==> src/rtl/tg_pkg.sv <==
package tg_pkg;
  localparam int TG_CH = 2;

  typedef enum logic [1:0] {
    PW_ONE   = 2'd0,
    PW_TWO   = 2'd1,
    PW_FOUR  = 2'd2,
    PW_EIGHT = 2'd3
  } pw_code_e;
endpackage

==> src/rtl/tg_channel.sv <==
module tg_channel (
  input  logic clk,
  input  logic rst_n,
  input  logic tick,
  input  logic en,
  input  logic mode,
  input  logic sample,
  input  logic pin,
  output logic flag,
  output logic event_p
);
  logic [1:0] sync_q, sync_d;
  logic       flag_q, flag_d;
  logic       ev_q, ev_d;
  logic       active, look, hit;

  always_comb begin
    sync_d = {sync_q[0], pin};
    active = mode ? ~sync_q[1] : sync_q[1];
    look   = sample ? tick : 1'b1;
    hit    = en & active & look;
    flag_d = en ? (flag_q | hit) : 1'b0;
    ev_d   = hit & ~flag_q;
  end

  always_ff @(posedge clk or negedge rst_n) begin
    if (!rst_n) begin
      sync_q <= '0;
      flag_q <= 1'b0;
      ev_q   <= 1'b0;
    end else begin
      sync_q <= sync_d;
      flag_q <= flag_d;
      ev_q   <= ev_d;
    end
  end

  assign flag    = flag_q;
  assign event_p = ev_q;

  assert_flag_drop_R1: assert property (@(posedge clk) disable iff (!rst_n)
    !en |=> !flag_q);
  assert_event_on_rise_R1: assert property (@(posedge clk) disable iff (!rst_n)
    $rose(flag_q) |-> ev_q);
  assert_sample_gate_R2: assert property (@(posedge clk) disable iff (!rst_n)
    (sample && !tick && !flag_q) |=> !flag_q);
endmodule

==> src/rtl/tg_ram_clear.sv <==
module tg_ram_clear #(
  parameter int NCH   = 2,
  parameter int DEPTH = 128,
  parameter int DW    = 8,
  localparam int AW   = $clog2(DEPTH)
) (
  input  logic           clk,
  input  logic           rst_n,
  input  logic           start,
  input  logic [NCH-1:0] desel_set,
  input  logic [NCH-1:0] en,
  input  logic           wr_en,
  input  logic [AW-1:0]  wr_addr,
  input  logic [DW-1:0]  wr_data,
  input  logic [AW-1:0]  rd_addr,
  output logic [DW-1:0]  rd_data,
  output logic           busy
);
  logic [DW-1:0]  mem [DEPTH];
  logic           busy_q, busy_d;
  logic [AW-1:0]  addr_q, addr_d;
  logic [NCH-1:0] desel_q, desel_d;
  logic           hidden;

  always_comb begin
    busy_d = busy_q;
    addr_d = addr_q;
    if (start) begin
      busy_d = 1'b1;
      addr_d = '0;
    end else if (busy_q) begin
      if (addr_q == AW'(DEPTH - 1)) busy_d = 1'b0;
      else                          addr_d = addr_q + 1'b1;
    end
    desel_d = en & (desel_q | desel_set);
    hidden  = busy_q | (|desel_q);
  end

  always_ff @(posedge clk or negedge rst_n) begin
    if (!rst_n) begin
      busy_q  <= 1'b0;
      addr_q  <= '0;
      desel_q <= '0;
    end else begin
      busy_q  <= busy_d;
      addr_q  <= addr_d;
      desel_q <= desel_d;
    end
  end

  always_ff @(posedge clk) begin
    if (busy_q)                mem[addr_q]  <= '0;
    else if (wr_en && !hidden) mem[wr_addr] <= wr_data;
  end

  assign rd_data = hidden ? '1 : mem[rd_addr];
  assign busy    = busy_q;

  assert_sweep_start_R3: assert property (@(posedge clk) disable iff (!rst_n)
    start |=> (busy_q && addr_q == '0));
  assert_sweep_end_R3: assert property (@(posedge clk) disable iff (!rst_n)
    (busy_q && addr_q == AW'(DEPTH - 1) && !start) |=> !busy_q);

  for (genvar g = 0; g < NCH; g++) begin : g_desel_chk
    assert_hide_release_R4: assert property (@(posedge clk) disable iff (!rst_n)
      !en[g] |=> !desel_q[g]);
  end
endmodule

==> src/rtl/tg_resp.sv <==
module tg_resp
  import tg_pkg::*;
#(
  parameter int RST_CYCLES = 4,
  parameter int PW_T0 = 1,
  parameter int PW_T1 = 2,
  parameter int PW_T2 = 4,
  parameter int PW_T3 = 8,
  localparam int PW_MAX = PW_T3,
  localparam int CW = $clog2(PW_MAX + 1),
  localparam int RW = $clog2(RST_CYCLES + 1)
) (
  input  logic       clk,
  input  logic       rst_n,
  input  logic       tick,
  input  logic       ext_req,
  input  logic       rst_src,
  input  pw_code_e   code,
  output logic       ext_clr,
  output logic       rst_out
);
  logic [CW-1:0] pcnt_q, pcnt_d, load_val;
  logic [RW-1:0] rcnt_q, rcnt_d;

  always_comb begin
    unique case (code)
      PW_ONE:  load_val = CW'(PW_T0);
      PW_TWO:  load_val = CW'(PW_T1);
      PW_FOUR: load_val = CW'(PW_T2);
      default: load_val = CW'(PW_T3);
    endcase
    pcnt_d = pcnt_q;
    if (ext_req)                    pcnt_d = load_val;
    else if (tick && pcnt_q != '0)  pcnt_d = pcnt_q - 1'b1;
    rcnt_d = rcnt_q;
    if (rst_src || ext_req)         rcnt_d = RW'(RST_CYCLES);
    else if (rcnt_q != '0)          rcnt_d = rcnt_q - 1'b1;
  end

  always_ff @(posedge clk or negedge rst_n) begin
    if (!rst_n) begin
      pcnt_q <= '0;
      rcnt_q <= '0;
    end else begin
      pcnt_q <= pcnt_d;
      rcnt_q <= rcnt_d;
    end
  end

  assign ext_clr = pcnt_q != '0;
  assign rst_out = rcnt_q != '0;

  assert_ext_start_R6: assert property (@(posedge clk) disable iff (!rst_n)
    ext_req |=> (ext_clr && rst_out));
  assert_ext_hold_R7: assert property (@(posedge clk) disable iff (!rst_n)
    (ext_clr && !tick && !ext_req) |=> ext_clr);
  assert_src_reset_R8: assert property (@(posedge clk) disable iff (!rst_n)
    rst_src |=> rst_out);
endmodule

==> src/rtl/tamper_guard.sv <==
module tamper_guard
  import tg_pkg::*;
#(
  parameter int DEPTH      = 128,
  parameter int DW         = 8,
  parameter int RST_CYCLES = 4,
  localparam int AW        = $clog2(DEPTH)
) (
  input  logic             clk,
  input  logic             rst_n,
  input  logic             tick_1hz,
  input  logic [TG_CH-1:0] tamper_pin,
  input  logic [TG_CH-1:0] cfg_en,
  input  logic [TG_CH-1:0] cfg_mode,
  input  logic [TG_CH-1:0] cfg_sample,
  input  logic [TG_CH-1:0] cfg_pull,
  input  logic [TG_CH-1:0] cfg_clr_int,
  input  logic [TG_CH-1:0] cfg_clr_ext,
  input  logic [1:0]       clr_width,
  input  logic             pwr_fail,
  input  logic             wdt_expire,
  input  logic [1:0]       man_rst,
  input  logic             wr_en,
  input  logic [AW-1:0]    wr_addr,
  input  logic [DW-1:0]    wr_data,
  input  logic [AW-1:0]    rd_addr,
  output logic [DW-1:0]    rd_data,
  output logic [TG_CH-1:0] tamper_flag,
  output logic [TG_CH-1:0] pull_strong,
  output logic             clr_busy,
  output logic             ext_clr,
  output logic             rst_out
);
  logic             rst_meta, rst_sync_n;
  logic [TG_CH-1:0] ev;
  logic [TG_CH-1:0] int_hit, ext_hit;
  logic             rst_src;

  always_ff @(posedge clk or negedge rst_n) begin
    if (!rst_n) begin
      rst_meta   <= 1'b0;
      rst_sync_n <= 1'b0;
    end else begin
      rst_meta   <= 1'b1;
      rst_sync_n <= rst_meta;
    end
  end

  for (genvar c = 0; c < TG_CH; c++) begin : g_ch
    tg_channel u_ch (
      .clk     (clk),
      .rst_n   (rst_sync_n),
      .tick    (tick_1hz),
      .en      (cfg_en[c]),
      .mode    (cfg_mode[c]),
      .sample  (cfg_sample[c]),
      .pin     (tamper_pin[c]),
      .flag    (tamper_flag[c]),
      .event_p (ev[c])
    );
  end

  always_comb begin
    int_hit     = ev & cfg_en & cfg_clr_int;
    ext_hit     = ev & cfg_en & cfg_clr_ext;
    rst_src     = pwr_fail | wdt_expire | (|man_rst);
    pull_strong = cfg_pull & ~cfg_mode;
  end

  tg_ram_clear #(.NCH(TG_CH), .DEPTH(DEPTH), .DW(DW)) u_ram (
    .clk       (clk),
    .rst_n     (rst_sync_n),
    .start     (|int_hit),
    .desel_set (int_hit),
    .en        (cfg_en),
    .wr_en     (wr_en),
    .wr_addr   (wr_addr),
    .wr_data   (wr_data),
    .rd_addr   (rd_addr),
    .rd_data   (rd_data),
    .busy      (clr_busy)
  );

  tg_resp #(.RST_CYCLES(RST_CYCLES)) u_resp (
    .clk     (clk),
    .rst_n   (rst_sync_n),
    .tick    (tick_1hz),
    .ext_req (|ext_hit),
    .rst_src (rst_src),
    .code    (pw_code_e'(clr_width)),
    .ext_clr (ext_clr),
    .rst_out (rst_out)
  );

  assert_pull_open_R9: assert property (@(posedge clk) disable iff (!rst_sync_n)
    (pull_strong & cfg_mode) == '0);
endmodule

==> config.mk <==
export PLATFORM = sky130hd
export DESIGN_NAME = tamper_guard
export DESIGN_NICKNAME = d
export VERILOG_FILES = /design/src/rtl/tg_pkg.sv /design/src/rtl/tg_channel.sv /design/src/rtl/tg_ram_clear.sv /design/src/rtl/tg_resp.sv /design/src/rtl/tamper_guard.sv
export SDC_FILE = /design/constraint.sdc
export NUM_CORES = 1
export LEC_CHECK = 0
export ABC_AREA = 0
export BUFFER_PORTS_ARGS = -buffer_cell sky130_fd_sc_hd__buf_4
export CAP_MARGIN = 20
export CORE_MARGIN = 4
export CORE_UTILIZATION = 49
export CTS_CLUSTER_DIAMETER = 200
export CTS_CLUSTER_SIZE = 16
export DETAILED_ROUTE_END_ITERATION = 8
export PLACE_DENSITY = 0.69
export SYNTH_ARGS = -nofsm -noshare
export SYNTH_HDL_FRONTEND = slang
export SYNTH_HIERARCHICAL = 1
export SYNTH_SLANG_ARGS = --single-unit
==> constraint.sdc <==
create_clock -name clk -period 3.27 [get_ports clk]
set_input_delay 0.654 -clock clk [delete_from_list [all_inputs] [get_ports clk]]
set_output_delay 0.654 -clock clk [all_outputs]
set_load 0.005 [all_outputs]
==> results of run 1 <==
final cells by class:
class                           count  area share
Inverter                           17     0.00131
Tap cell                         1134      0.0290
Multi-Input combinational cell    791       0.200
Clock inverter                      5     0.00141
Clock buffer                       81      0.0398
Timing Repair Buffer              421      0.0850
Sequential cell                  1051       0.643
worst max-delay path, delay by kind of cell:
family	cells	cell delay [ns]
mux	3	1.03
buf+inv	4	0.58
compound gates	2	0.42
sequential cells by signal (all words and copies together), names as in the netlist:
signal             cells
g_ch.u_ch/event_p      2
u_resp/rcnt_q          3
u_ram/busy             1
u_resp/pcnt_q          4
rst_meta               1
g_ch.u_ch/sync_q       4
u_ram/mem           1024
g_ch.u_ch/flag         2
u_ram/addr_q           7
rst_sync_n             1
u_ram/desel_q          2
layout by cell type (no fill, tap or decap), types with 5 or more instances in the layout:
cell type     n
a21oi_1       7
o21ai_1       5
nor3_1       10
mux2_2       21
a22oi_1      15
a31oi_1      10
and2_4        8
o21ai_0      10
dfrtp_1      27
nor2_1      151
mux2i_2       8
buf_6        16
nand3b_1      7
mux4_1        7
buf_16       16
edfxtp_1   1024
xnor2_1       5
nand3_1      15
nand2b_1     19
clkbuf_16    78
a211oi_2     12
nor2b_1       9
nand2_1      52
a221oi_1      5
buf_4       343
mux4_2      261
o22ai_1      12
mux2i_4       5
a22oi_2      14
inv_1        16
mux2i_1      36
o22ai_2       6
buf_12       38
how the worst max path moves through the flow:
| stage | from | endpoint | cells after the start |
|---|---|---|---|
| after floorplan | rd_addr[0] | rd_data[4] | 6 |
| after global placement | rd_addr[0] | rd_data[3] | 9 |
| after detailed placement | rd_addr[1] | rd_data[7] | 10 |
| after CTS | rd_addr[1] | rd_data[7] | 9 |
| after global routing | rd_addr[1] | rd_data[7] | 9 |
| final | rd_addr[1] | rd_data[7] | 9 |
metrics by stage:
step | util | power [mW] | cells | hold slack (ns) | worst slack, ns
6_report | 0.584 | 27.1 | 3500 | 0.105 | -0.112
5_1_grt | 0.584 | 27.9 | 3500 | 0.0965 | -0.147
4_1_cts | 0.582 | 27.2 | 3499 | 0.0965 | -0.0808
3_5_place_dp | 0.546 | 18.6 | 3389 | 0.342 | -0.502
3_3_place_gp | 0.546 | 18.5 | 3389 | 0.332 | -0.421
2_1_floorplan | - | 17.1 | 1958 | 0.321 | 0.385
power by group through the flow:
stage	registers [mW]	logic (mW)	clock network, mW
2_1_floorplan	15.5	1.56	0
3_3_place_gp	15.6	2.95	0
3_5_place_dp	15.6	3.01	0
4_1_cts	15.3	3.20	8.67
5_1_grt	15.3	3.42	9.18
6_report	15.3	3.25	8.51
cell families after synthesis:
family          Yosys count  share of synthesized area
other cells               1                  0.0000905
mux                     341                      0.165
compound gates          130                     0.0222
flops                  1051                      0.758
buf+inv                 116                     0.0176
xor+xnor                  7                    0.00148
fa+ha+maj                 4                    0.00121
simple gates            308                     0.0344
per-layer routing:
metal,wire length [µm],share of wire,vias to the layer above
li1,-,-,8866
met3,7780,0.078,146
met1,39500,0.40,11200
met2,49200,0.50,943
met5,0,0,-
met4,2650,0.027,0
repair_timing:
action / in CTS / in global routing
gates resized for setup: 116 / 25
gates cloned: 11 / 1
setup endpoints to repair: 8 / 327
hold buffers: 1 / 0
hold endpoints to repair: 2 / 0
setup buffers: 13 / 0
pin swaps: 28 / 12
==> impl_results.html, run 1 <==
<table>
<tr><th>Metric</th><th>Value</th></tr>
<tr><th colspan="2">Placement</th></tr>
<tr><td>Buffers on Ports</td><td>60</td></tr>
<tr><td>Placed Area</td><td>45700 µm²</td></tr>
<tr><td>Routability cong.</td><td>0.850</td></tr>
<tr><td>HPWL after detailed placement</td><td>63700 µm</td></tr>
<tr><th colspan="2">Clock tree</th></tr>
<tr><td>Number of buffers between clock root and the deepest sink</td><td>3</td></tr>
<tr><td>CTS root buffer</td><td>clkbuf_16</td></tr>
<tr><td>Register clock-pin slew on the reported worst setup and hold paths</td><td>0.07 ns</td></tr>
<tr><td>Clk sinks</td><td>1051</td></tr>
<tr><td>Number of buffers inserted during clock tree synthesis</td><td>75</td></tr>
<tr><td>TritonCTS clock tree</td><td>done</td></tr>
<tr><td>Htree depth</td><td>3</td></tr>
<tr><td>Worst-Skew Late Latency</td><td>0.64 ns</td></tr>
<tr><th colspan="2">Timing</th></tr>
<tr><td>Clock period minus worst slack</td><td>3.38 ns</td></tr>
<tr><td>Share of the cycle needed by the critical path after routing</td><td>1.03</td></tr>
<tr><td>Timing-limited maximum frequency</td><td>296 MHz</td></tr>
<tr><td>Measured slew at the worst slew-check pin</td><td>0.688 ns</td></tr>
<tr><td>Relative slew slack</td><td>0.541</td></tr>
<tr><td>Hold Vio Cnt, Final</td><td>0</td></tr>
<tr><td>Aggregate negative setup slack</td><td>-0.499 ns</td></tr>
<tr><td>Fin worst setup slack</td><td>-0.112 ns</td></tr>
<tr><td>Number of max-slew violations in the final report</td><td>0</td></tr>
<tr><td>Worst clock skew on the final layout</td><td>0.0198 ns</td></tr>
<tr><td>Unrepaired setup endpoints after global routing</td><td>yes</td></tr>
<tr><td>Setup-violating endpoint count in the final report</td><td>8</td></tr>
<tr><th colspan="2">Die</th></tr>
<tr><td>I/O Pins</td><td>61</td></tr>
<tr><td>Area of the die</td><td>89300 µm²</td></tr>
<tr><td>Height of the chip</td><td>299 µm</td></tr>
<tr><td>Number of placement rows</td><td>106</td></tr>
<tr><td>Starting Density</td><td>0.495</td></tr>
<tr><td>Core footprint</td><td>83700 µm²</td></tr>
<tr><td>Horizontal die dimension</td><td>299 µm</td></tr>
<tr><th colspan="2">Power</th></tr>
<tr><td>Switching Power</td><td>6.38 mW</td></tr>
<tr><td>Internal power of the cells</td><td>20.7 mW</td></tr>
<tr><td>Worst VDD drop</td><td>0.472 mV</td></tr>
<tr><td>Proportion of power drawn by the clock network</td><td>0.314</td></tr>
<tr><td>Cell leakage power</td><td>16.2 nW</td></tr>
<tr><td>Power density cells</td><td>554 nW/µm²</td></tr>
<tr><td>Switching share of power</td><td>0.236</td></tr>
<tr><td>Seq pwr share</td><td>0.565</td></tr>
<tr><td>Logic pwr share</td><td>0.120</td></tr>
<tr><th colspan="2">Logic synthesis</th></tr>
<tr><td>Most instantiated flip-flop cell in the synthesis netlist</td><td>edfxtp_1</td></tr>
<tr><td>Area contributors post-synth</td><td>edfxtp_1 (74%), mux4_2 (14%), dfrtp_1 (1.6%)</td></tr>
<tr><td>Leading post-synthesis cells by instance count</td><td>edfxtp_1 (1024), mux4_2 (257), nor2_1 (151)</td></tr>
<tr><td>Mapped Avg Cell Area</td><td>21.2 µm²</td></tr>
<tr><td>Combined area of all synthesized cells</td><td>41400 µm²</td></tr>
<tr><td>Yosys warning count</td><td>6</td></tr>
<tr><td>Gate Count Post-Synth</td><td>1958</td></tr>
<tr><td>Area share of the leading cell type in the synthesized netlist</td><td>0.742</td></tr>
<tr><td>Post-Synthesis Net Count</td><td>2008</td></tr>
<tr><td>Number of flops mapped to enable cells by yosys</td><td>1024</td></tr>
<tr><td>Sequential area share after synthesis</td><td>0.758</td></tr>
<tr><td>Most instantiated library cell after synthesis</td><td>edfxtp_1</td></tr>
<tr><td>Synth Register Bits</td><td>1051</td></tr>
<tr><td>Number of different library cells in the post-synthesis netlist</td><td>57</td></tr>
<tr><td>Post-synth top area cell</td><td>edfxtp_1</td></tr>
<tr><td>Async set-or-reset flop fraction in the synthesized netlist</td><td>0.0257</td></tr>
<tr><th colspan="2">Worst setup path</th></tr>
<tr><td>Kind of end point of the critical path</td><td>output port</td></tr>
<tr><td>Delay contributed by the slowest stage of the critical path</td><td>0.53 ns</td></tr>
<tr><td>Sequence of cells on the critical path</td><td>buf_16 &gt; buf_16 &gt; buf_12 &gt; mux4_2 &gt; mux2_4 &gt; mux2i_1 &gt; a211o_1 &gt; a32oi_4 &gt; buf_6</td></tr>
<tr><td>Type of the worst setup path</td><td>in -&gt; out</td></tr>
<tr><td>Arrival @ worst endpoint</td><td>2.73 ns</td></tr>
<tr><td>Worst endpoint required time</td><td>2.62 ns</td></tr>
<tr><td>Startpoint class of the critical path</td><td>input port</td></tr>
<tr><td>Reg2reg end</td><td>u_ram/mem[1][7]$_DFFE_PP_</td></tr>
<tr><td>Crit-path max FO</td><td>8</td></tr>
<tr><td>Setup slack of the worst register-to-register path</td><td>0.23 ns</td></tr>
<tr><td>Crit Reg-Reg Startpoint</td><td>u_ram/busy$_DFF_PN0_</td></tr>
<tr><td>Dominant cell type by count on the critical path</td><td>buf_16</td></tr>
<tr><td>Count of cells along the worst register-to-register path</td><td>7</td></tr>
<tr><td>Crit-path slowest cell</td><td>mux4_2</td></tr>
<tr><th colspan="2">Drt</th></tr>
<tr><td>Wire length per cell after detailed routing</td><td>28.3 µm</td></tr>
<tr><td>Via total after detailed routing</td><td>21.1k</td></tr>
<tr><td>Via density per instance</td><td>6.04</td></tr>
<tr><td>Drt pass-1 iters</td><td>6</td></tr>
<tr><td>Routed Wire Length</td><td>99100 µm</td></tr>
<tr><td>Residual DRC count</td><td>0</td></tr>
<tr><td>1st-iter DRT viols</td><td>2316</td></tr>
<tr><td>Post-route antenna net violation count</td><td>0</td></tr>
<tr><th colspan="2">Final layout</th></tr>
<tr><td>Fin area</td><td>48800 µm²</td></tr>
<tr><td>Number of filler instances in the final layout</td><td>5828</td></tr>
<tr><td>Footprint of the flip-flops and latches</td><td>31400 µm²</td></tr>
<tr><td>Layout cell share with drive strength beyond 1</td><td>0.370</td></tr>
<tr><td>Final Net Count</td><td>2407</td></tr>
<tr><td>Area taken by multi-input logic gates</td><td>9770 µm²</td></tr>
<tr><td>Synth-to-Final Area Change</td><td>17.8%</td></tr>
<tr><td>Number of diodes</td><td>0</td></tr>
<tr><th colspan="2">Global routing</th></tr>
<tr><td>Pin count of the biggest net entering global routing</td><td>65</td></tr>
<tr><td>Met2 track utilization from global routing</td><td>0.364</td></tr>
<tr><td>Initial antenna violation count</td><td>0</td></tr>
<tr><td>Met1 Usage GRT</td><td>0.315</td></tr>
<tr><td>GRT met3 Usage</td><td>0.0378</td></tr>
<tr><td>Most Used Layer, Global Route</td><td>met2</td></tr>
<tr><td>Total congestion overflow</td><td>0</td></tr>
<tr><td>Total routing resource utilization after global routing</td><td>0.223</td></tr>
<tr><td>Wire length of the first global-routing pass</td><td>146000 µm</td></tr>
<tr><td>Number of global-route vias before repair</td><td>21.6k</td></tr>
<tr><th colspan="2">Flow run</th></tr>
<tr><td>Max-cap viol count</td><td>0</td></tr>
<tr><th colspan="2">Worst hold path</th></tr>
<tr><td>Min-delay worst type</td><td>reg -&gt; async</td></tr>
<tr><th colspan="2">Run status</th></tr>
<tr><td>Violated checks</td><td>setup timing</td></tr>
<tr><td>Run status</td><td>finished, violations left</td></tr>
</table>
(Power assumes the default switching activity.)
==> inputs of run 2 (changes only) <==
--- a/config.mk
+++ b/config.mk
@@ -10,6 +10,7 @@
 export CAP_MARGIN = 20
 export CORE_MARGIN = 4
 export CORE_UTILIZATION = 49
+export CTS_BUF_LIST = sky130_fd_sc_hd__clkbuf_2
 export CTS_CLUSTER_DIAMETER = 200
 export CTS_CLUSTER_SIZE = 16
 export DETAILED_ROUTE_END_ITERATION = 8
==> impl_results.html, run 2 (same netlist as run 1, synthesis figures left out) <==
<table>
<tr><th>Metric</th><th>Value</th></tr>
<tr><th colspan="2">Worst setup path</th></tr>
<tr><td>Type of the worst setup path</td><td>reg -&gt; out</td></tr>
<tr><td>Crit-path slowest cell</td><td>mux4_2</td></tr>
<tr><td>Worst endpoint required time</td><td>2.62 ns (about the same)</td></tr>
<tr><td>Dominant cell type by count on the critical path</td><td>mux4_2</td></tr>
<tr><td>Sequence of cells on the critical path</td><td>mux4_2 &gt; mux4_2 &gt; a22oi_2 &gt; a32oi_2 &gt; buf_4 &gt; buf_6</td></tr>
<tr><td>Startpoint class of the critical path</td><td>flop</td></tr>
<tr><td>Setup slack of the worst register-to-register path</td><td>0.21 ns (-0.02 ns)</td></tr>
<tr><td>Arrival @ worst endpoint</td><td>3.34 ns (+0.61 ns)</td></tr>
<tr><td>Crit-path max FO</td><td>1 (-7)</td></tr>
<tr><td>Kind of end point of the critical path</td><td>output port</td></tr>
<tr><td>Delay contributed by the slowest stage of the critical path</td><td>0.53 ns (about the same)</td></tr>
<tr><th colspan="2">Final layout</th></tr>
<tr><td>Number of standard cells in the layout, taps in and fillers out</td><td>3521 (+0.60%)</td></tr>
<tr><td>Final Net Count</td><td>2424 (+0.71%)</td></tr>
<tr><td>Register ranked first by flip-flop count</td><td>u_ram/mem</td></tr>
<tr><td>Layout cell share with drive strength beyond 1</td><td>0.344 (-0.0257)</td></tr>
<tr><td>Regs by FF count</td><td>u_ram/mem x1024, u_ram/addr_q x7</td></tr>
<tr><td>Max FFs per register</td><td>1024 (unchanged)</td></tr>
<tr><td>Area taken by multi-input logic gates</td><td>9550 µm² (-2.3%)</td></tr>
<tr><td>Synth-to-Final Area Change</td><td>13.0%</td></tr>
<tr><td>Footprint of the flip-flops and latches</td><td>31400 µm² (unchanged)</td></tr>
<tr><td>Most frequent cells in the layout</td><td>edfxtp_1 (1024), buf_4 (356), mux4_2 (257), nor2_1 (151), clkbuf_2 (81)</td></tr>
<tr><td>Number of filler instances in the final layout</td><td>6139 (+5.3%)</td></tr>
<tr><td>Fin area</td><td>46800 µm² (-4.1%)</td></tr>
<tr><td>Most common cell after layout, fill and taps aside</td><td>edfxtp_1</td></tr>
<tr><th colspan="2">Clock tree</th></tr>
<tr><td>Number of buffers between clock root and the deepest sink</td><td>3 (unchanged)</td></tr>
<tr><td>Htree depth</td><td>3 (unchanged)</td></tr>
<tr><td>CTS root buffer</td><td>clkbuf_2</td></tr>
<tr><td>Clk sinks</td><td>1051 (unchanged)</td></tr>
<tr><td>Worst-Skew Late Latency</td><td>1.23 ns (+0.59 ns)</td></tr>
<tr><td>TritonCTS clock tree</td><td>done</td></tr>
<tr><td>Number of buffers inserted during clock tree synthesis</td><td>75 (unchanged)</td></tr>
<tr><td>Register clock-pin slew on the reported worst setup and hold paths</td><td>0.27 ns (+0.20 ns)</td></tr>
<tr><th colspan="2">Timing</th></tr>
<tr><td>Relative slew slack</td><td>0.551 (+0.00945)</td></tr>
<tr><td>Number of max-slew violations in the final report</td><td>0 (unchanged)</td></tr>
<tr><td>Hold Vio Cnt, Final</td><td>0 (unchanged)</td></tr>
<tr><td>Fin worst setup slack</td><td>-0.726 ns (-0.614 ns)</td></tr>
<tr><td>Clock period minus worst slack</td><td>4.00 ns (+0.614 ns)</td></tr>
<tr><td>Worst clock skew on the final layout</td><td>0.0697 ns (+0.0499 ns)</td></tr>
<tr><td>Final hold slack</td><td>0.111 ns (+0.00594 ns)</td></tr>
<tr><td>Measured slew at the worst slew-check pin</td><td>0.674 ns (-0.0142 ns)</td></tr>
<tr><td>Timing-limited maximum frequency</td><td>250 MHz (-15%)</td></tr>
<tr><td>Unrepaired setup endpoints after global routing</td><td>yes</td></tr>
<tr><td>Setup-violating endpoint count in the final report</td><td>8 (unchanged)</td></tr>
<tr><td>Share of the cycle needed by the critical path after routing</td><td>1.22 (+0.188)</td></tr>
<tr><th colspan="2">Global routing</th></tr>
<tr><td>Wire length of the first global-routing pass</td><td>141000 µm (-3.5%)</td></tr>
<tr><td>Initial antenna violation count</td><td>3 (+3)</td></tr>
<tr><td>Number of global-route vias before repair</td><td>21.3k (-1.2%)</td></tr>
<tr><td>Total routing resource utilization after global routing</td><td>0.214 (-0.00828)</td></tr>
<tr><td>Total congestion overflow</td><td>0 (unchanged)</td></tr>
<tr><td>Pin count of the biggest net entering global routing</td><td>65 (unchanged)</td></tr>
<tr><th colspan="2">Drt</th></tr>
<tr><td>Drt pass-1 iters</td><td>5 (-1)</td></tr>
<tr><td>Via density per instance</td><td>5.95 (-1.5%)</td></tr>
<tr><td>Wire length per cell after detailed routing</td><td>27.2 µm (-4.1%)</td></tr>
<tr><td>Post-route antenna net violation count</td><td>0 (unchanged)</td></tr>
<tr><td>1st-iter DRT viols</td><td>2432 (+5.0%)</td></tr>
<tr><td>Via total after detailed routing</td><td>21.0k (-0.89%)</td></tr>
<tr><td>Routed Wire Length</td><td>95600 µm (-3.5%)</td></tr>
<tr><td>Residual DRC count</td><td>0 (unchanged)</td></tr>
<tr><th colspan="2">Die</th></tr>
<tr><td>I/O Pins</td><td>61 (unchanged)</td></tr>
<tr><td>Height of the chip</td><td>299 µm (unchanged)</td></tr>
<tr><td>Horizontal die dimension</td><td>299 µm (unchanged)</td></tr>
<tr><td>Core footprint</td><td>83700 µm² (unchanged)</td></tr>
<tr><td>Number of placement rows</td><td>106 (unchanged)</td></tr>
<tr><td>Starting Density</td><td>0.495 (unchanged)</td></tr>
<tr><td>Area of the die</td><td>89300 µm² (unchanged)</td></tr>
<tr><th colspan="2">Placement</th></tr>
<tr><td>Routability cong.</td><td>0.850 (unchanged)</td></tr>
<tr><td>Buffers on Ports</td><td>60 (unchanged)</td></tr>
<tr><td>Placed Instances</td><td>3389 (unchanged)</td></tr>
<tr><td>Placed Area</td><td>45700 µm² (unchanged)</td></tr>
<tr><td>HPWL after detailed placement</td><td>63700 µm (unchanged)</td></tr>
<tr><th colspan="2">Flow run</th></tr>
<tr><td>Max-cap viol count</td><td>0 (unchanged)</td></tr>
<tr><th colspan="2">Power</th></tr>
<tr><td>Cell leakage power</td><td>15.5 nW (-4.7%)</td></tr>
<tr><td>Power density cells</td><td>492 nW/µm² (-11%)</td></tr>
<tr><td>Worst VDD drop</td><td>0.336 mV (-29%)</td></tr>
<tr><th colspan="2">Worst hold path</th></tr>
<tr><td>Min-delay worst type</td><td>reg -&gt; async</td></tr>
<tr><th colspan="2">Run status</th></tr>
<tr><td>Violated checks</td><td>setup timing</td></tr>
<tr><td>Run status</td><td>finished, violations left</td></tr>
</table>
run 2: power breakdown:
| part | switching [mW] | internal [mW] |
|---|---|---|
| clock network | 3.76 | 0.806 |
| registers | 0.182 | 15.1 |
| logic | 1.87 | 1.31 |
| total | 5.81 | 17.2 |
run 2: path summary, 6_finish.rpt:
path,from,end,depth (start not counted)
max reg2reg,u_ram/busy$_DFF_PN0_,u_ram/mem[1][7]$_DFFE_PP_,7
max,u_ram/mem[39][2]$_DFFE_PP_,rd_data[2],6
min,rst_sync_n$_DFF_PN0_,g_ch[1].u_ch/sync_q[1]$_DFF_PN0_,0
max in group asynchronous,rst_sync_n$_DFF_PN0_,g_ch[0].u_ch/flag$_DFF_PN0_,1
min in group clk,wr_addr[2],u_ram/mem[83][3]$_DFFE_PP_,5
min reg2reg,rst_sync_n$_DFF_PN0_,g_ch[1].u_ch/sync_q[1]$_DFF_PN0_,0
run 2: routing by layer:
layer  track usage  vias up  routed length, µm
li1              -     8907                  -
met1         0.301    10900              37600
met2         0.348      995              46800
met3        0.0471      123               8930
met4        0.0518        0               2250
met5             0        -                  0
run 2: final cells by class:
type	instances	share of cell area
Sequential cell	1051	0.671
Clock inverter	5	0.00168
Multi-Input combinational cell	791	0.204
Tap cell	1134	0.0303
Timing Repair Buffer	438	0.0830
Clock buffer	81	0.00866
Inverter	17	0.00136
Antenna cell	4	0.000214
run 2: per-stage QoR:
stage          TNS (ns)  utilization  worst slack (ns)  total power, mW
5_1_grt           -6.52        0.560            -0.919             23.9
2_1_floorplan         0            -             0.385             17.1
4_1_cts           -6.15        0.558            -0.850             23.2
3_3_place_gp      -3.01        0.546            -0.421             18.5
6_report          -4.94        0.560            -0.726             23.0
3_5_place_dp      -3.22        0.546            -0.502             18.6
run 2: what timing repair did:
item	4_1_cts	5_1_grt
pin swaps	16	10
endpoints found under the hold margin	252	0
setup endpoints to repair	9	322
hold buffers	39	0
gates resized for setup	34	10
setup buffers	0	2
run 2: critical path: cells and delay by family, from the launching register on:
family / cells / cell delay (ns)
flops: 1 / 0.42
compound gates: 2 / 0.37
buf+inv: 2 / 0.28
mux: 2 / 1.05
==> inputs of run 3 (changes only) <==
--- a/config.mk
+++ b/config.mk
@@ -17,5 +17,4 @@
 export PLACE_DENSITY = 0.69
 export SYNTH_ARGS = -nofsm -noshare
 export SYNTH_HDL_FRONTEND = slang
-export SYNTH_HIERARCHICAL = 1
 export SYNTH_SLANG_ARGS = --single-unit
==> impl_results.html, run 3 <==
<table>
<tr><th>Metric</th><th>Value</th></tr>
<tr><th colspan="2">Global routing</th></tr>
<tr><td>Pin count of the biggest net entering global routing</td><td>129 (+98%)</td></tr>
<tr><td>Total congestion overflow</td><td>0 (unchanged)</td></tr>
<tr><td>Total routing resource utilization after global routing</td><td>0.215 (+0.00119)</td></tr>
<tr><td>Number of global-route vias before repair</td><td>22.2k (+4.0%)</td></tr>
<tr><td>Wire length of the first global-routing pass</td><td>143000 µm (+1.3%)</td></tr>
<tr><td>Initial antenna violation count</td><td>3 (unchanged)</td></tr>
<tr><th colspan="2">Logic synthesis</th></tr>
<tr><td>Sequential area share after synthesis</td><td>0.758 (about the same)</td></tr>
<tr><td>Mapped Avg Cell Area</td><td>20.1 µm² (-5.0%)</td></tr>
<tr><td>Area contributors post-synth</td><td>edfxtp_1 (74%), mux4_2 (12%), mux2i_1 (4.0%)</td></tr>
<tr><td>Post-synth top area cell</td><td>edfxtp_1</td></tr>
<tr><td>Share of the synthesized area in compound gates (AO/OA/AOI/OAI)</td><td>0.0300 (+0.00784)</td></tr>
<tr><td>Number of different library cells in the post-synthesis netlist</td><td>50 (-12%)</td></tr>
<tr><td>Post-synthesis share of cell area spent on full adders, half adders and majority gates</td><td>0.00121 (about the same)</td></tr>
<tr><td>Leading post-synthesis cells by instance count</td><td>edfxtp_1 (1024), mux4_2 (214), mux2i_1 (165)</td></tr>
<tr><td>Area share of the leading cell type in the synthesized netlist</td><td>0.742 (about the same)</td></tr>
<tr><td>Async set-or-reset flop fraction in the synthesized netlist</td><td>0.0257 (unchanged)</td></tr>
<tr><td>Combined area of all synthesized cells</td><td>41500 µm² (about the same)</td></tr>
<tr><td>Gate Count Post-Synth</td><td>2063 (+5.4%)</td></tr>
<tr><td>Mux share of post-synthesis cell area</td><td>0.160 (-0.00466)</td></tr>
<tr><td>Synth Register Bits</td><td>1051 (unchanged)</td></tr>
<tr><td>Synthesized-area fraction occupied by and/or/nand/nor cells</td><td>0.0334 (-0.000950)</td></tr>
<tr><td>Most instantiated flip-flop cell in the synthesis netlist</td><td>edfxtp_1</td></tr>
<tr><td>Number of flops mapped to enable cells by yosys</td><td>1024 (unchanged)</td></tr>
<tr><td>Largest family of logic cells by synthesized area</td><td>multiplexers</td></tr>
<tr><td>Xor and xnor fraction of the mapped netlist area</td><td>0.00190 (+0.000422)</td></tr>
<tr><td>Post-Synthesis Net Count</td><td>2113 (+5.2%)</td></tr>
<tr><td>Yosys warning count</td><td>0 (-6)</td></tr>
<tr><td>Most instantiated library cell after synthesis</td><td>edfxtp_1</td></tr>
<tr><th colspan="2">Worst setup path</th></tr>
<tr><td>Type of the worst setup path</td><td>reg -&gt; out</td></tr>
<tr><td>Delay contributed by the slowest stage of the critical path</td><td>0.53 ns (about the same)</td></tr>
<tr><td>Reg2reg end</td><td>u_ram.mem[51][2]$_DFFE_PP_</td></tr>
<tr><td>Dominant delay contributor by cell family on the critical path</td><td>multiplexers</td></tr>
<tr><td>Number of buffers and inverters on the critical path</td><td>3 (+1)</td></tr>
<tr><td>Count of cells along the worst register-to-register path</td><td>6 (-1)</td></tr>
<tr><td>Crit-path slowest cell</td><td>mux4_2</td></tr>
<tr><td>Setup slack of the worst register-to-register path</td><td>0.27 ns (+0.06 ns)</td></tr>
<tr><td>Kind of end point of the critical path</td><td>output port</td></tr>
<tr><td>Sequence of cells on the critical path</td><td>mux4_2 &gt; mux4_2 &gt; mux2i_1 &gt; buf_4 &gt; nor2_2 &gt; a211oi_2 &gt; a21oi_1 &gt; buf_4 &gt; buf_6</td></tr>
<tr><td>Worst endpoint required time</td><td>2.62 ns (about the same)</td></tr>
<tr><td>Startpoint class of the critical path</td><td>flop</td></tr>
<tr><td>Arrival @ worst endpoint</td><td>3.63 ns (+0.29 ns)</td></tr>
<tr><td>Crit Reg-Reg Startpoint</td><td>u_ram.desel_q[1]$_DFF_PN0_</td></tr>
<tr><td>Crit-path max FO</td><td>1 (unchanged)</td></tr>
<tr><th colspan="2">Placement</th></tr>
<tr><td>HPWL after detailed placement</td><td>62800 µm (-1.4%)</td></tr>
<tr><td>Buffers on Ports</td><td>60 (unchanged)</td></tr>
<tr><td>Routability cong.</td><td>0.855 (+0.56%)</td></tr>
<tr><td>Placed Instances</td><td>3473 (+2.5%)</td></tr>
<tr><th colspan="2">Power</th></tr>
<tr><td>Seq pwr share</td><td>0.668 (+0.004)</td></tr>
<tr><td>Internal power of the cells</td><td>17.1 mW (-1.0%)</td></tr>
<tr><td>Logic pwr share</td><td>0.134 (-0.004)</td></tr>
<tr><td>Switching share of power</td><td>0.253 (+0.000888)</td></tr>
<tr><td>Switching Power</td><td>5.78 mW (-0.58%)</td></tr>
<tr><td>Proportion of power drawn by the clock network</td><td>0.197 (about the same)</td></tr>
<tr><td>Pwr Total</td><td>22.8 mW (-0.93%)</td></tr>
<tr><td>Cell leakage power</td><td>15.7 nW (+1.5%)</td></tr>
<tr><td>Power density cells</td><td>489 nW/µm² (-0.65%)</td></tr>
<tr><td>Worst VDD drop</td><td>0.348 mV (+3.7%)</td></tr>
<tr><th colspan="2">Timing</th></tr>
<tr><td>Unrepaired setup endpoints after global routing</td><td>yes</td></tr>
<tr><td>Share of the cycle needed by the critical path after routing</td><td>1.31 (+0.0878)</td></tr>
<tr><td>Timing-limited maximum frequency</td><td>233 MHz (-6.7%)</td></tr>
<tr><td>Hold Vio Cnt, Final</td><td>0 (unchanged)</td></tr>
<tr><td>Final hold slack</td><td>0.120 ns (+0.00920 ns)</td></tr>
<tr><td>Setup-violating endpoint count in the final report</td><td>8 (unchanged)</td></tr>
<tr><td>Worst clock skew on the final layout</td><td>0.0758 ns (+0.00613 ns)</td></tr>
<tr><td>Fin worst setup slack</td><td>-1.01 ns (-0.287 ns)</td></tr>
<tr><td>Relative slew slack</td><td>0.456 (-0.0952)</td></tr>
<tr><td>Aggregate negative setup slack</td><td>-7.29 ns (-2.35 ns)</td></tr>
<tr><td>Clock period minus worst slack</td><td>4.28 ns (+0.287 ns)</td></tr>
<tr><td>Number of max-slew violations in the final report</td><td>0 (unchanged)</td></tr>
<tr><td>Measured slew at the worst slew-check pin</td><td>0.808 ns (+0.134 ns)</td></tr>
<tr><th colspan="2">Clock tree</th></tr>
<tr><td>Htree depth</td><td>3 (unchanged)</td></tr>
<tr><td>CTS root buffer</td><td>clkbuf_2</td></tr>
<tr><td>Clk sinks</td><td>1051 (unchanged)</td></tr>
<tr><td>TritonCTS clock tree</td><td>done</td></tr>
<tr><td>Worst-Skew Late Latency</td><td>1.19 ns (-0.04 ns)</td></tr>
<tr><td>Number of buffers inserted during clock tree synthesis</td><td>75 (unchanged)</td></tr>
<tr><td>Register clock-pin slew on the reported worst setup and hold paths</td><td>0.30 ns (+0.03 ns)</td></tr>
<tr><td>Number of buffers between clock root and the deepest sink</td><td>3 (unchanged)</td></tr>
<tr><td>Buffer count from post-CTS setup fixing</td><td>0 (unchanged)</td></tr>
<tr><th colspan="2">Die</th></tr>
<tr><td>I/O Pins</td><td>61 (unchanged)</td></tr>
<tr><td>Horizontal die dimension</td><td>299 µm (about the same)</td></tr>
<tr><td>Starting Density</td><td>0.495 (-0.000575)</td></tr>
<tr><td>Area of the die</td><td>89300 µm² (about the same)</td></tr>
<tr><td>Core footprint</td><td>83800 µm² (+0.16%)</td></tr>
<tr><td>Height of the chip</td><td>299 µm (about the same)</td></tr>
<tr><td>Number of placement rows</td><td>106 (unchanged)</td></tr>
<tr><th colspan="2">Final layout</th></tr>
<tr><td>Most frequent cells in the layout</td><td>edfxtp_1 (1024), buf_4 (339), mux4_2 (215), mux2i_1 (164), nor2_1 (155)</td></tr>
<tr><td>Synth-to-Final Area Change</td><td>12.6%</td></tr>
<tr><td>Final core occ</td><td>0.557 (-0.00244)</td></tr>
<tr><td>Final Net Count</td><td>2502 (+3.2%)</td></tr>
<tr><td>Most common cell after layout, fill and taps aside</td><td>edfxtp_1</td></tr>
<tr><td>Regs by FF count</td><td>u_ram.mem x1024, u_ram.addr_q x7</td></tr>
<tr><td>Max FFs per register</td><td>1024 (unchanged)</td></tr>
<tr><td>Register ranked first by flip-flop count</td><td>u_ram.mem</td></tr>
<tr><td>Layout cell share with drive strength beyond 1</td><td>0.297 (-0.0472)</td></tr>
<tr><td>Number of standard cells in the layout, taps in and fillers out</td><td>3607 (+2.4%)</td></tr>
<tr><th colspan="2">Drt</th></tr>
<tr><td>Via total after detailed routing</td><td>21.3k (+1.6%)</td></tr>
<tr><td>Via density per instance</td><td>5.91 (-0.79%)</td></tr>
<tr><td>Residual DRC count</td><td>0 (unchanged)</td></tr>
<tr><td>Wire length per cell after detailed routing</td><td>26.6 µm (-2.2%)</td></tr>
<tr><td>1st-iter DRT viols</td><td>2195 (-9.7%)</td></tr>
<tr><td>Routed Wire Length</td><td>95800 µm (+0.20%)</td></tr>
<tr><td>Post-route antenna net violation count</td><td>0 (unchanged)</td></tr>
<tr><td>Drt pass-1 iters</td><td>5 (unchanged)</td></tr>
<tr><th colspan="2">Flow run</th></tr>
<tr><td>Max-cap viol count</td><td>0 (unchanged)</td></tr>
<tr><th colspan="2">Worst hold path</th></tr>
<tr><td>Min-delay worst type</td><td>reg -&gt; async</td></tr>
<tr><th colspan="2">Run status</th></tr>
<tr><td>Violated checks</td><td>setup timing</td></tr>
<tr><td>Run status</td><td>finished, violations left</td></tr>
</table>
## run 3: through the flow
step                worst slack, ns  instance area, µm²
global route                  -1.28               46700
detailed placement           -0.616               45800
CTS                           -1.12               46600
floorplan                    0.0749               41500
finish                        -1.01               46700
global placement             -0.601               45800
## run 3: cell families after synthesis
kind of cell | count (synthesis)
xor gates and xnor gates | 9
adders and majority gates | 4
and+or+nand+nor | 304
buffers and inverters | 121
muxes | 388
other | 1
DFF | 1051
AOI/OAI and AO/OA | 185
## run 3: worst max-delay path by stage
stage,startpoint,slack (ns),to,depth (start not counted)
final,u_ram.mem[34][2]$_DFFE_PP_,-1.01,rd_data[2],9
after detailed placement,rd_addr[1],-0.62,rd_data[3],14
after CTS,u_ram.mem[33][2]$_DFFE_PP_,-1.12,rd_data[2],9
after global placement,rd_addr[1],-0.60,rd_data[7],12
after global routing,u_ram.mem[34][2]$_DFFE_PP_,-1.28,rd_data[2],9
after floorplan,rd_addr[1],0.07,rd_data[0],9
## run 3: routing by layer
layer,GRT usage,vias up,part of all wire
met3,0.0465,152,0.080
met2,0.351,863,0.49
li1,-,9153,-
met5,0,-,0.00016
met4,0.0683,2,0.031
met1,0.294,11100,0.39
## run 3: timing repair
action / in CTS / in global routing
gates resized for setup: 10 / 6
endpoints found under the setup margin: 8 / 8
hold buffers: 35 / 2
hold endpoints to repair: 224 / 8
pin swaps: 7 / 3
## run 3: final cells by class
| class | instances | area (µm²) |
|---|---|---|
| flip-flops and latches | 1051 | 31400 |
| diodes | 4 | 10.0 |
| well taps | 1134 | 1420 |
| fillers | 6386 | 37100 |
| clock inverters | 2 | 11.3 |
| clock buffers | 92 | 460 |
| repair buffers | 425 | 3870 |
| multi-input cells | 891 | 9480 |
| inverters | 8 | 30.0 |
## run 3: power groups by stage
| stage | combinational, mW | sequential [mW] | clock [mW] |
|---|---|---|---|
| detailed placement | 2.95 | 15.6 | 0 |
| global route | 3.25 | 15.3 | 5.18 |
| floorplan | 1.51 | 15.5 | 0 |
| global placement | 2.90 | 15.5 | 0 |
| finish | 3.07 | 15.3 | 4.50 |
| CTS | 3.03 | 15.3 | 4.63 |
